File: src/rtl/alu_pkg.sv
package alu_pkg;

    localparam int unsigned DATA_W = 32;
    localparam int unsigned SEL_W  = 4;
    localparam int unsigned ERR_W  = 4;

    typedef enum logic [SEL_W-1:0] {
        SEL_UADD  = 4'd0,
        SEL_USUB  = 4'd1,
        SEL_SADD  = 4'd2,
        SEL_SSUB  = 4'd3,
        SEL_SMUL  = 4'd4,
        SEL_SDIV  = 4'd5,
        SEL_LAND  = 4'd6,
        SEL_BAND  = 4'd7,
        SEL_LOR   = 4'd8,
        SEL_BOR   = 4'd9,
        SEL_LNOT  = 4'd10,
        SEL_BNOT  = 4'd11,
        SEL_RSV0  = 4'd12,
        SEL_RSV1  = 4'd13,
        SEL_RSV2  = 4'd14,
        SEL_RSV3  = 4'd15
    } alu_sel_e;

    typedef enum logic [ERR_W-1:0] {
        ERR_NONE = 4'd0,
        ERR_OVF  = 4'd1,
        ERR_UNF  = 4'd2,
        ERR_DIV0 = 4'd3
    } alu_err_e;

endpackage

File: src/rtl/alu_addsub.sv
module alu_addsub
    import alu_pkg::*;
#(
    parameter int unsigned W = DATA_W
) (
    input  logic [W-1:0] a,
    input  logic [W-1:0] b,
    input  logic         do_sub,
    input  logic         is_signed,
    output logic [W-1:0] sum,
    output alu_err_e     err
);

    logic [W:0] wide;
    logic       sign_a;
    logic       sign_b;
    logic       sign_r;
    logic       sgn_bad;

    always_comb begin
        if (do_sub) begin
            wide = {1'b0, a} - {1'b0, b};
        end else begin
            wide = {1'b0, a} + {1'b0, b};
        end
        sum    = wide[W-1:0];
        sign_a = a[W-1];
        sign_b = b[W-1];
        sign_r = wide[W-1];
        if (do_sub) begin
            sgn_bad = (sign_a != sign_b) && (sign_r != sign_a);
        end else begin
            sgn_bad = (sign_a == sign_b) && (sign_r != sign_a);
        end
    end

    always_comb begin
        err = ERR_NONE;
        if (is_signed) begin
            if (sgn_bad) begin
                err = sign_a ? ERR_UNF : ERR_OVF;
            end
        end else if (wide[W]) begin
            err = do_sub ? ERR_UNF : ERR_OVF;
        end
    end

    always_comb begin
        if (do_sub && !is_signed) begin

            usub_borrow_chk: assert ((err == ERR_UNF) == (b > a));
        end
    end

endmodule

File: src/rtl/alu_muldiv.sv
module alu_muldiv
    import alu_pkg::*;
#(
    parameter int unsigned W = DATA_W
) (
    input  logic [W-1:0] a,
    input  logic [W-1:0] b,
    output logic [W-1:0] mul_res,
    output alu_err_e     mul_err,
    output logic [W-1:0] div_res,
    output alu_err_e     div_err
);

    localparam int unsigned PW = 2 * W;

    logic [PW-1:0] prod;
    logic [W:0]    top_bits;
    logic          fits;

    always_comb begin
        prod     = {{W{a[W-1]}}, a} * {{W{b[W-1]}}, b};
        mul_res  = prod[W-1:0];
        top_bits = prod[PW-1:W-1];
        fits     = (&top_bits) || (~|top_bits);
        if (fits) begin
            mul_err = ERR_NONE;
        end else begin
            mul_err = prod[PW-1] ? ERR_UNF : ERR_OVF;
        end
    end

    logic [W-1:0] mag_a;
    logic [W-1:0] mag_b;
    logic [W-1:0] mag_b_safe;
    logic [W-1:0] mag_q;
    logic         q_neg;
    logic         b_zero;

    always_comb begin
        mag_a      = a[W-1] ? (~a + 1'b1) : a;
        mag_b      = b[W-1] ? (~b + 1'b1) : b;
        b_zero     = (b == '0);
        mag_b_safe = b_zero ? {{(W-1){1'b0}}, 1'b1} : mag_b;
        mag_q      = mag_a / mag_b_safe;
        q_neg      = a[W-1] ^ b[W-1];
        if (b_zero) begin
            div_res = '0;
            div_err = ERR_DIV0;
        end else begin
            div_res = q_neg ? (~mag_q + 1'b1) : mag_q;
            div_err = (!q_neg && mag_q[W-1]) ? ERR_OVF : ERR_NONE;
        end
    end

endmodule

File: src/rtl/alu_logic.sv
module alu_logic
    import alu_pkg::*;
#(
    parameter int unsigned W = DATA_W
) (
    input  logic [W-1:0] a,
    input  logic [W-1:0] b,
    input  alu_sel_e     sel,
    output logic [W-1:0] res
);

    localparam logic [W-1:0] TRUE_W = {{(W-1){1'b0}}, 1'b1};

    logic a_true;
    logic b_true;

    always_comb begin
        a_true = |a;
        b_true = |b;
        unique case (sel)
            SEL_LAND: res = (a_true && b_true) ? TRUE_W : '0;
            SEL_LOR:  res = (a_true || b_true) ? TRUE_W : '0;
            SEL_LNOT: res = a_true ? '0 : TRUE_W;
            SEL_BAND: res = a & b;
            SEL_BOR:  res = a | b;
            SEL_BNOT: res = ~a;
            default:  res = '0;
        endcase
    end

endmodule

File: src/rtl/alu_top.sv
module alu_top
    import alu_pkg::*;
#(
    parameter int unsigned W = DATA_W
) (
    input  logic [W-1:0]     op_a,
    input  logic [W-1:0]     op_b,
    input  logic [SEL_W-1:0] op_sel,
    output logic [W-1:0]     result,
    output logic [ERR_W-1:0] err_code
);

    alu_sel_e     sel;
    logic         as_sub;
    logic         as_signed;
    logic [W-1:0] as_sum;
    alu_err_e     as_err;
    logic [W-1:0] mul_res;
    alu_err_e     mul_err;
    logic [W-1:0] div_res;
    alu_err_e     div_err;
    logic [W-1:0] lg_res;

    always_comb begin
        sel       = alu_sel_e'(op_sel);
        as_sub    = (sel == SEL_USUB) || (sel == SEL_SSUB);
        as_signed = (sel == SEL_SADD) || (sel == SEL_SSUB);
    end

    alu_addsub #(.W(W)) u_addsub (
        .a         (op_a),
        .b         (op_b),
        .do_sub    (as_sub),
        .is_signed (as_signed),
        .sum       (as_sum),
        .err       (as_err)
    );

    alu_muldiv #(.W(W)) u_muldiv (
        .a       (op_a),
        .b       (op_b),
        .mul_res (mul_res),
        .mul_err (mul_err),
        .div_res (div_res),
        .div_err (div_err)
    );

    alu_logic #(.W(W)) u_logic (
        .a   (op_a),
        .b   (op_b),
        .sel (sel),
        .res (lg_res)
    );

    always_comb begin
        unique case (sel)
            SEL_UADD, SEL_USUB, SEL_SADD, SEL_SSUB: begin
                result   = as_sum;
                err_code = as_err;
            end
            SEL_SMUL: begin
                result   = mul_res;
                err_code = mul_err;
            end
            SEL_SDIV: begin
                result   = div_res;
                err_code = div_err;
            end
            SEL_LAND, SEL_BAND, SEL_LOR, SEL_BOR, SEL_LNOT, SEL_BNOT: begin
                result   = lg_res;
                err_code = ERR_NONE;
            end
            SEL_RSV0, SEL_RSV1, SEL_RSV2, SEL_RSV3: begin
                result   = '0;
                err_code = ERR_NONE;
            end
        endcase
    end

    always_comb begin
        if (op_sel >= 4'd12) begin

            reserved_zero_chk: assert (result == '0 && err_code == ERR_NONE);
        end
        if (op_sel >= 4'd6 && op_sel <= 4'd11) begin

            logic_no_err_chk: assert (err_code == ERR_NONE);
        end
        if (op_sel == 4'd6 || op_sel == 4'd8 || op_sel == 4'd10) begin

            truth_range_chk: assert (result <= W'(1));
        end
        if (op_sel == 4'd5 && op_b == '0) begin

            div_zero_chk: assert (result == '0 && err_code == ERR_DIV0);
        end
        if (op_sel == 4'd0 && err_code == ERR_NONE) begin

            uadd_nowrap_chk: assert (result >= op_a);
        end
    end

endmodule

File: config.mk
export PLATFORM = sky130hd
export DESIGN_NAME = alu_top
export DESIGN_NICKNAME = d
export VERILOG_FILES = /design/src/rtl/alu_pkg.sv /design/src/rtl/alu_addsub.sv /design/src/rtl/alu_muldiv.sv /design/src/rtl/alu_logic.sv /design/src/rtl/alu_top.sv
export SDC_FILE = /design/constraint.sdc
export NUM_CORES = 2
export LEC_CHECK = 0
export ABC_AREA = 1
export BUFFER_PORTS_ARGS = -buffer_cell sky130_fd_sc_hd__buf_4
export CAP_MARGIN = 15
export CORE_UTILIZATION = 60
export DETAILED_ROUTE_END_ITERATION = 10
export PLACE_DENSITY = 0.84
export SLEW_MARGIN = 0
export SYNTH_ARGS = -nofsm -noshare
export SYNTH_HDL_FRONTEND = slang
export SYNTH_HIERARCHICAL = 1
export SYNTH_SLANG_ARGS = --single-unit
File: constraint.sdc
create_clock -name vclk -period 154.1
set_clock_uncertainty 0.05 [all_clocks]
set_input_delay 15.41 -clock vclk [all_inputs]
set_output_delay 15.41 -clock vclk [all_outputs]
set_load 0.01 [all_outputs]
## After elaboration in Yosys (flattened, before gate mapping)

Cells that the tools add are included.

| storage, ports and cells | value |
|---|---|
| register bits after elaboration | 0 |
| input bits | 68 |
| output and inout bits | 36 |
| logic and storage cells | 73 |

| operators by class | value |
|---|---|
| add/sub/neg operators | 5 |
| multipliers | 1 |
| div/mod/pow operators | 1 |
| equal/unequal tests | 18 |
| mux-type cells | 22 |
| bitwise gates (word level) | 6 |
| reduce and logical (&&, ||, !) cells | 20 |

Operators with widths:

| cell | count |
|---|---|
| $pmux W32 S6 | 1 |
| $mux W32 | 5 |
| $pmux W32 S5 | 1 |
| $add A32 B1 Y32 const B | 3 |
| $not A32 Y32 | 3 |
| $mul A32 B32 Y64 | 1 |
| $reduce_or A32 Y1 | 2 |
| $add A32 B32 Y33 | 1 |
| $mux W33 | 1 |
| $reduce_and A33 Y1 | 1 |
| $reduce_or A33 Y1 | 1 |
| $sub A32 B32 Y33 | 1 |
| $and A32 B32 Y32 | 1 |
| $div A32 B32 Y32 | 1 |
| $eq A4 B4 Y1 const B | 8 |
| $logic_not A32 Y1 | 1 |
| $or A32 B32 Y32 | 1 |
| $mux W4 | 5 |
| $eq A4 B3 Y1 const B | 4 |
| $pmux W4 S4 | 1 |
| $reduce_or A10 Y1 | 1 |
| $eq A4 B2 Y1 const B | 2 |
| $reduce_or A4 Y1 | 2 |
| $mux W2 | 3 |
| other kinds (10) | 22 |

## Logic depth before layout (Yosys ltp)

| logic depth | value |
|---|---|
| depth in word-level cells | 10 |
| depth in mapped cells | 641 |

## Cells and area by module

Netlist, hierarchy kept.

Modules (own cells, without submodules):

| module | instances | cells an instance | area each (um^2) | seq. area each (um^2) |
|---|---|---|---|---|
| alu_muldiv | 1 | 9,696 | 66,777.8 | 0.0 |
| alu_addsub | 1 | 547 | 3,007.9 | 0.0 |
| alu_logic | 1 | 227 | 1,123.6 | 0.0 |
| alu_top | 1 | 211 | 1,011.0 | 0.0 |

## Least setup slack after synthesis

No wires, ideal clock.

| timing | value |
|---|---|
| kind | input-to-output |
| from | in op_b[1] |
| to | out result[28] |
| arrival time | 89.113 ns |
| data required time | 138.640 ns |
| path slack | 49.527 ns |
| stages | 617 |
| buffers on the path | 20 |
| cells stage by stage | buf_2 > inv_1 > ha_1 > nand3_4 > nor2_4 > nand3_2 > nor2_2 > nor2_1 > ha_1 > nor2_1 > nor3_1 > nand3_1 > clkinv_1 > o21ai_1 > inv_1 > ha_1 > o21a_1 > o21a_1 > [581 not listed] > o211ai_1 > nand4_1 > nand2_1 > inv_1 > ha_1 > inv_1 > nor3_2 > nand3_1 > nor2_1 > nand3_1 > nor3_2 > nand2_1 > nor2_2 > nand3_1 > a21oi_1 > nor2_1 > nand2_1 > nand4_1 |

| between the ends | value |
|---|---|
| elaborated cells on any way between the ends | 15 |

RTL lines:

| what | line | RTL |
|---|---|---|
| start, declared | alu_top.sv:7 | `input logic [W-1:0] op_b,` |
| $logic_not A32 Y1 * | alu_muldiv.sv:42 | `b_zero = (b == '0);` |
| named net u_muldiv.b_zero | alu_muldiv.sv:37 | `logic b_zero;` |
| $mux W32 | alu_muldiv.sv:43 | `mag_b_safe = b_zero ? {{(W-1){1'b0}}, 1'b1} : mag_b;` |
| $div A32 B32 Y32 | alu_muldiv.sv:44 | `mag_q = mag_a / mag_b_safe;` |
| $not A32 Y32 | alu_muldiv.sv:50 | `div_res = q_neg ? (~mag_q + 1'b1) : mag_q;` |
| $add A32 B1 Y32 | alu_muldiv.sv:50 |  |
| $mux W32 | alu_muldiv.sv:50 |  |
| $mux W32 * | alu_muldiv.sv:46 | `if (b_zero) begin` |
| named net div_res[28] | alu_top.sv:20 | `logic [W-1:0] div_res;` |
| $pmux W32 S5 * | alu_top.sv:56 | `unique case (sel)` |
| end, declared | alu_top.sv:9 | `output logic [W-1:0] result,` |

The timed path passes the listed nets; every way through them passes the cells marked *.

## Final worst setup path

| timing | value |
|---|---|
| from | in op_a[1] |
| to | out result[24] |

| between the ends | value |
|---|---|
| cells in the longest elaborated chain, start to end | 9 |
| elaborated cells on any way between the ends | 13 |

Ends and longest elaborated chain:

| what | line | RTL |
|---|---|---|
| start, declared | alu_top.sv:6 | `input logic [W-1:0] op_a,` |
| $not A32 Y32 | alu_muldiv.sv:40 | `mag_a = a[W-1] ? (~a + 1'b1) : a;` |
| $add A32 B1 Y32 | alu_muldiv.sv:40 |  |
| $mux W32 * | alu_muldiv.sv:40 |  |
| $div A32 B32 Y32 * | alu_muldiv.sv:44 |  |
| $not A32 Y32 | alu_muldiv.sv:50 |  |
| $add A32 B1 Y32 | alu_muldiv.sv:50 |  |
| $mux W32 * | alu_muldiv.sv:50 |  |
| $mux W32 * | alu_muldiv.sv:46 |  |
| named net div_res[24] | alu_top.sv:20 |  |
| $pmux W32 S5 * | alu_top.sv:56 |  |

Marks and branches as above.

==> insert_results.sql <==
INSERT INTO impl_metrics (metric_group, metric, value, unit) VALUES
('worst_setup_path', 'worstSetupStartpointType', 'primary input', ''),
('synth', 'synth_fa_ha_area_share', '43.2', '%'),
('global_routing', 'grt_use_total', '45.6', '%'),
('synth', 'synth_sequential_area_ratio', '0', '%'),
('floorplanning', 'initial_utilization', '60.7', '%'),
('detailed_routing', 'finalWirelength', '279000', 'um'),
('timing', 'setup_total_negative_slack', '0', 'ps'),
('worst_setup_path', 'worstPathMaxFanout', '50', ''),
('synth', 'yosys.area.top_type_share', '30.1', '%'),
('synth', 'compound_gate_fraction_of_synth_area', '10.6', '%'),
('finish', 'final_nets', '12417', ''),
('clock_tree', 'ctsResizeCount', '0', ''),
('floorplanning', 'die_area', '121000', 'um2'),
('finish', 'total_area_of_sequential_cells', '0', 'um2'),
('finish', 'final_common_cell', 'nand2_1', ''),
('placed_design', 'final_wtd_congestion', '1.15', ''),
('synth', 'post_synth_num_cell_types', '77', ''),
('synth', 'post_synth_mux_area_share', '0.0557', '%'),
('placed_design', 'detail_placement_hpwl', '219000', 'um'),
('detailed_routing', 'first_iter_violations', '7709', ''),
('synth', 'synth_simple_gate_area_share', '25.2', '%'),
('floorplanning', 'design.portCount', '104', ''),
('finish', 'finalInstanceArea', '73900', 'um2'),
('clock_tree', 'cts_hold_repair.buffers', '0', ''),
('flow_run', 'max_cap_viol_count', '0', ''),
('timing', 'final.period_utilization', '82.6', '%'),
('global_routing', 'global_route_wire_length_before_repair', '419000', 'um'),
('floorplanning', 'die-width', '348', 'um'),
('floorplanning', 'std_cell_rows', '126', ''),
('placed_design', 'placed_area', '73900', 'um2'),
('timing', 'final-hold-violation-count', '0', ''),
('global_routing', 'antenna_found_initial', '33', ''),
('global_routing', 'global_route.overflow_total', '0', ''),
('synth', 'main_combinational_cell_family_by_area_after_synthesis', 'adder cells', ''),
('worst_setup_path', 'crit_path_top_delay_cell', 'nand2_1', ''),
('timing', 'grt_setup_unrepaired', 'no', ''),
('detailed_routing', 'detail_route.wl_per_cell', '23.0', 'um'),
('timing', 'timing.hold.ws', '31390', 'ps'),
('worst_hold_path', 'hp-start', 'op_sel[1]', ''),
('placed_design', 'io_buffers', '102', ''),
('worst_setup_path', 'worstPathRequired', '138640', 'ps'),
('timing', 'period_minus_slack', '127320', 'ps'),
('status', 'run_status', 'finished clean', ''),
('finish', 'final_core_util', '62.4', '%'),
('detailed_routing', 'drt_first_pass_iters', '9', ''),
('finish', 'area_growth', '2.80', '%'),
('worst_hold_path', 'worst_hold_path_type', 'in2out', ''),
('worst_hold_path', 'hold_end', 'err_code[1]', ''),
('timing', 'worst_slew_pin_slew', '1320', 'ps'),
('detailed_routing', 'drc_errors', '0', ''),
('worst_setup_path', 'crit_path_end_kind', 'output pin', ''),
('floorplanning', 'chipHeight', '348', 'um'),
('worst_hold_path', 'hold-path-cell-count', '7', ''),
('synth', 'netlist_top_cells_area', 'fa_1 30%, nand2_1 15%, ha_1 13%, inv_1 12%, a21oi_1 4.1%', ''),
('detailed_routing', 'routed-via-count', '72153', ''),
('synth', 'syn_inst', '10681', ''),
('detailed_routing', 'vias_per_cell', '5.95', ''),
('global_routing', 'pin_count_of_the_biggest_net_entering_global_routing', '51', ''),
('finish', 'flops_and_latches', '0', ''),
('worst_setup_path', 'critPathMostFrequentCell', 'nand2_1', ''),
('floorplanning', 'core_box_area', '118000', 'um2'),
('worst_setup_path', 'arrival', '111860', 'ps'),
('worst_setup_path', 'worstSetupPathType', 'in2out', ''),
('timing', 'worst_slew_margin_rel', '11.9', '%'),
('synth', 'yosys.area.top_type', 'fa_1', ''),
('finish', 'mostFrequentLayoutCells', '2875 x nand2_1, 2304 x inv_1, 1082 x fa_1', ''),
('synth', 'post_synth.cell_area_avg', '6.73', 'um2'),
('detailed_routing', 'final_antenna_net_count', '0', ''),
('synth', 'synth-warning-count', '6', ''),
('synth', 'xor_xnor_portion_of_the_synthesized_cell_area', '6.10', '%'),
('timing', 'finalSetupViolCount', '0', ''),
('synth', 'netlist_area_before_placement', '71900', 'um2'),
('timing', 'timing.final.max_slew_violations', '0', ''),
('finish', 'fraction_of_layout_instances_using_a_drive_strength_above_1', '5.25', '%'),
('clock_tree', 'postCtsSetupBuffers', '0', ''),
('timing', 'maxClockFrequency', '7.85', 'MHz'),
('finish', 'layout.clock_buffers', '0', ''),
('global_routing', 'number_of_global_route_vias_before_repair', '71898', ''),
('worst_setup_path', 'crit_path_max_incr_delay', '800', 'ps');
[worst max-delay path by stage]
stage	end	start	depth (start not counted)	slack [ps]
after floorplan	result[28]	op_b[1]	617	49530
after global placement	result[24]	op_b[0]	596	31780
after detailed placement	result[24]	op_b[0]	593	29340
after CTS	result[24]	op_b[0]	593	29060
after global routing	result[24]	op_a[1]	595	16530
final	result[24]	op_a[1]	591	26780
[cells by family after synthesis]
family | Yosys count
other cells | 2
fa+ha+maj | 1833
xor+xnor | 497
buf+inv | 2737
mux | 4
simple gates | 4287
compound gates | 1321
[Yosys cell counts, drive strengths merged, types with 20 or more instances]
library cell     n
nor2           526
clkbuf         248
buf            138
ha             750
nor3            77
or2            107
a31oi           22
a21o            38
o31ai           25
nand4          132
nor4            42
o21ai          415
a21boi          20
xnor2          178
fa            1083
a21oi          612
inv           2345
o21bai          59
xor2           319
nand3          433
nand2         2929
o311ai          21
[area by class of cell]
cell class | count | area [um2]
multi-input combinational | 7948 | 61400
fill | 10889 | 44500
timing repair buffer | 215 | 1630
antenna | 19 | 47.5
inverter | 2351 | 8830
tap | 1600 | 2000
[per-stage QoR]
stage          instances  worst slack, ps
6_report           12133            26780
5_1_grt            12130            16530
4_1_cts            12112            29060
3_5_place_dp       12112            29340
3_3_place_gp       12112            31780
2_1_floorplan      10685            49530
[metal layers]
| metal | global-route usage, % | vias to the layer above | share of wire, % |
|---|---|---|---|
| met1 | 54.4 | 34103 | 36 |
| met2 | 70.9 | 4345 | 44 |
| met5 | 0 | - | 0.028 |
| li1 | - | 32418 | - |
| met3 | 11.5 | 1275 | 11 |
| met4 | 34.4 | 12 | 9.0 |
[critical path: cells and delay by family]
| kind | cells | cell delay [ps] |
|---|---|---|
| AO/OA/AOI/OAI | 202 | 37260 |
| multiplexers | 1 | 350 |
| adder cells (fa/ha/maj) | 33 | 10700 |
| AND/OR/NAND/NOR | 256 | 33910 |
| buffers and inverters | 99 | 13840 |
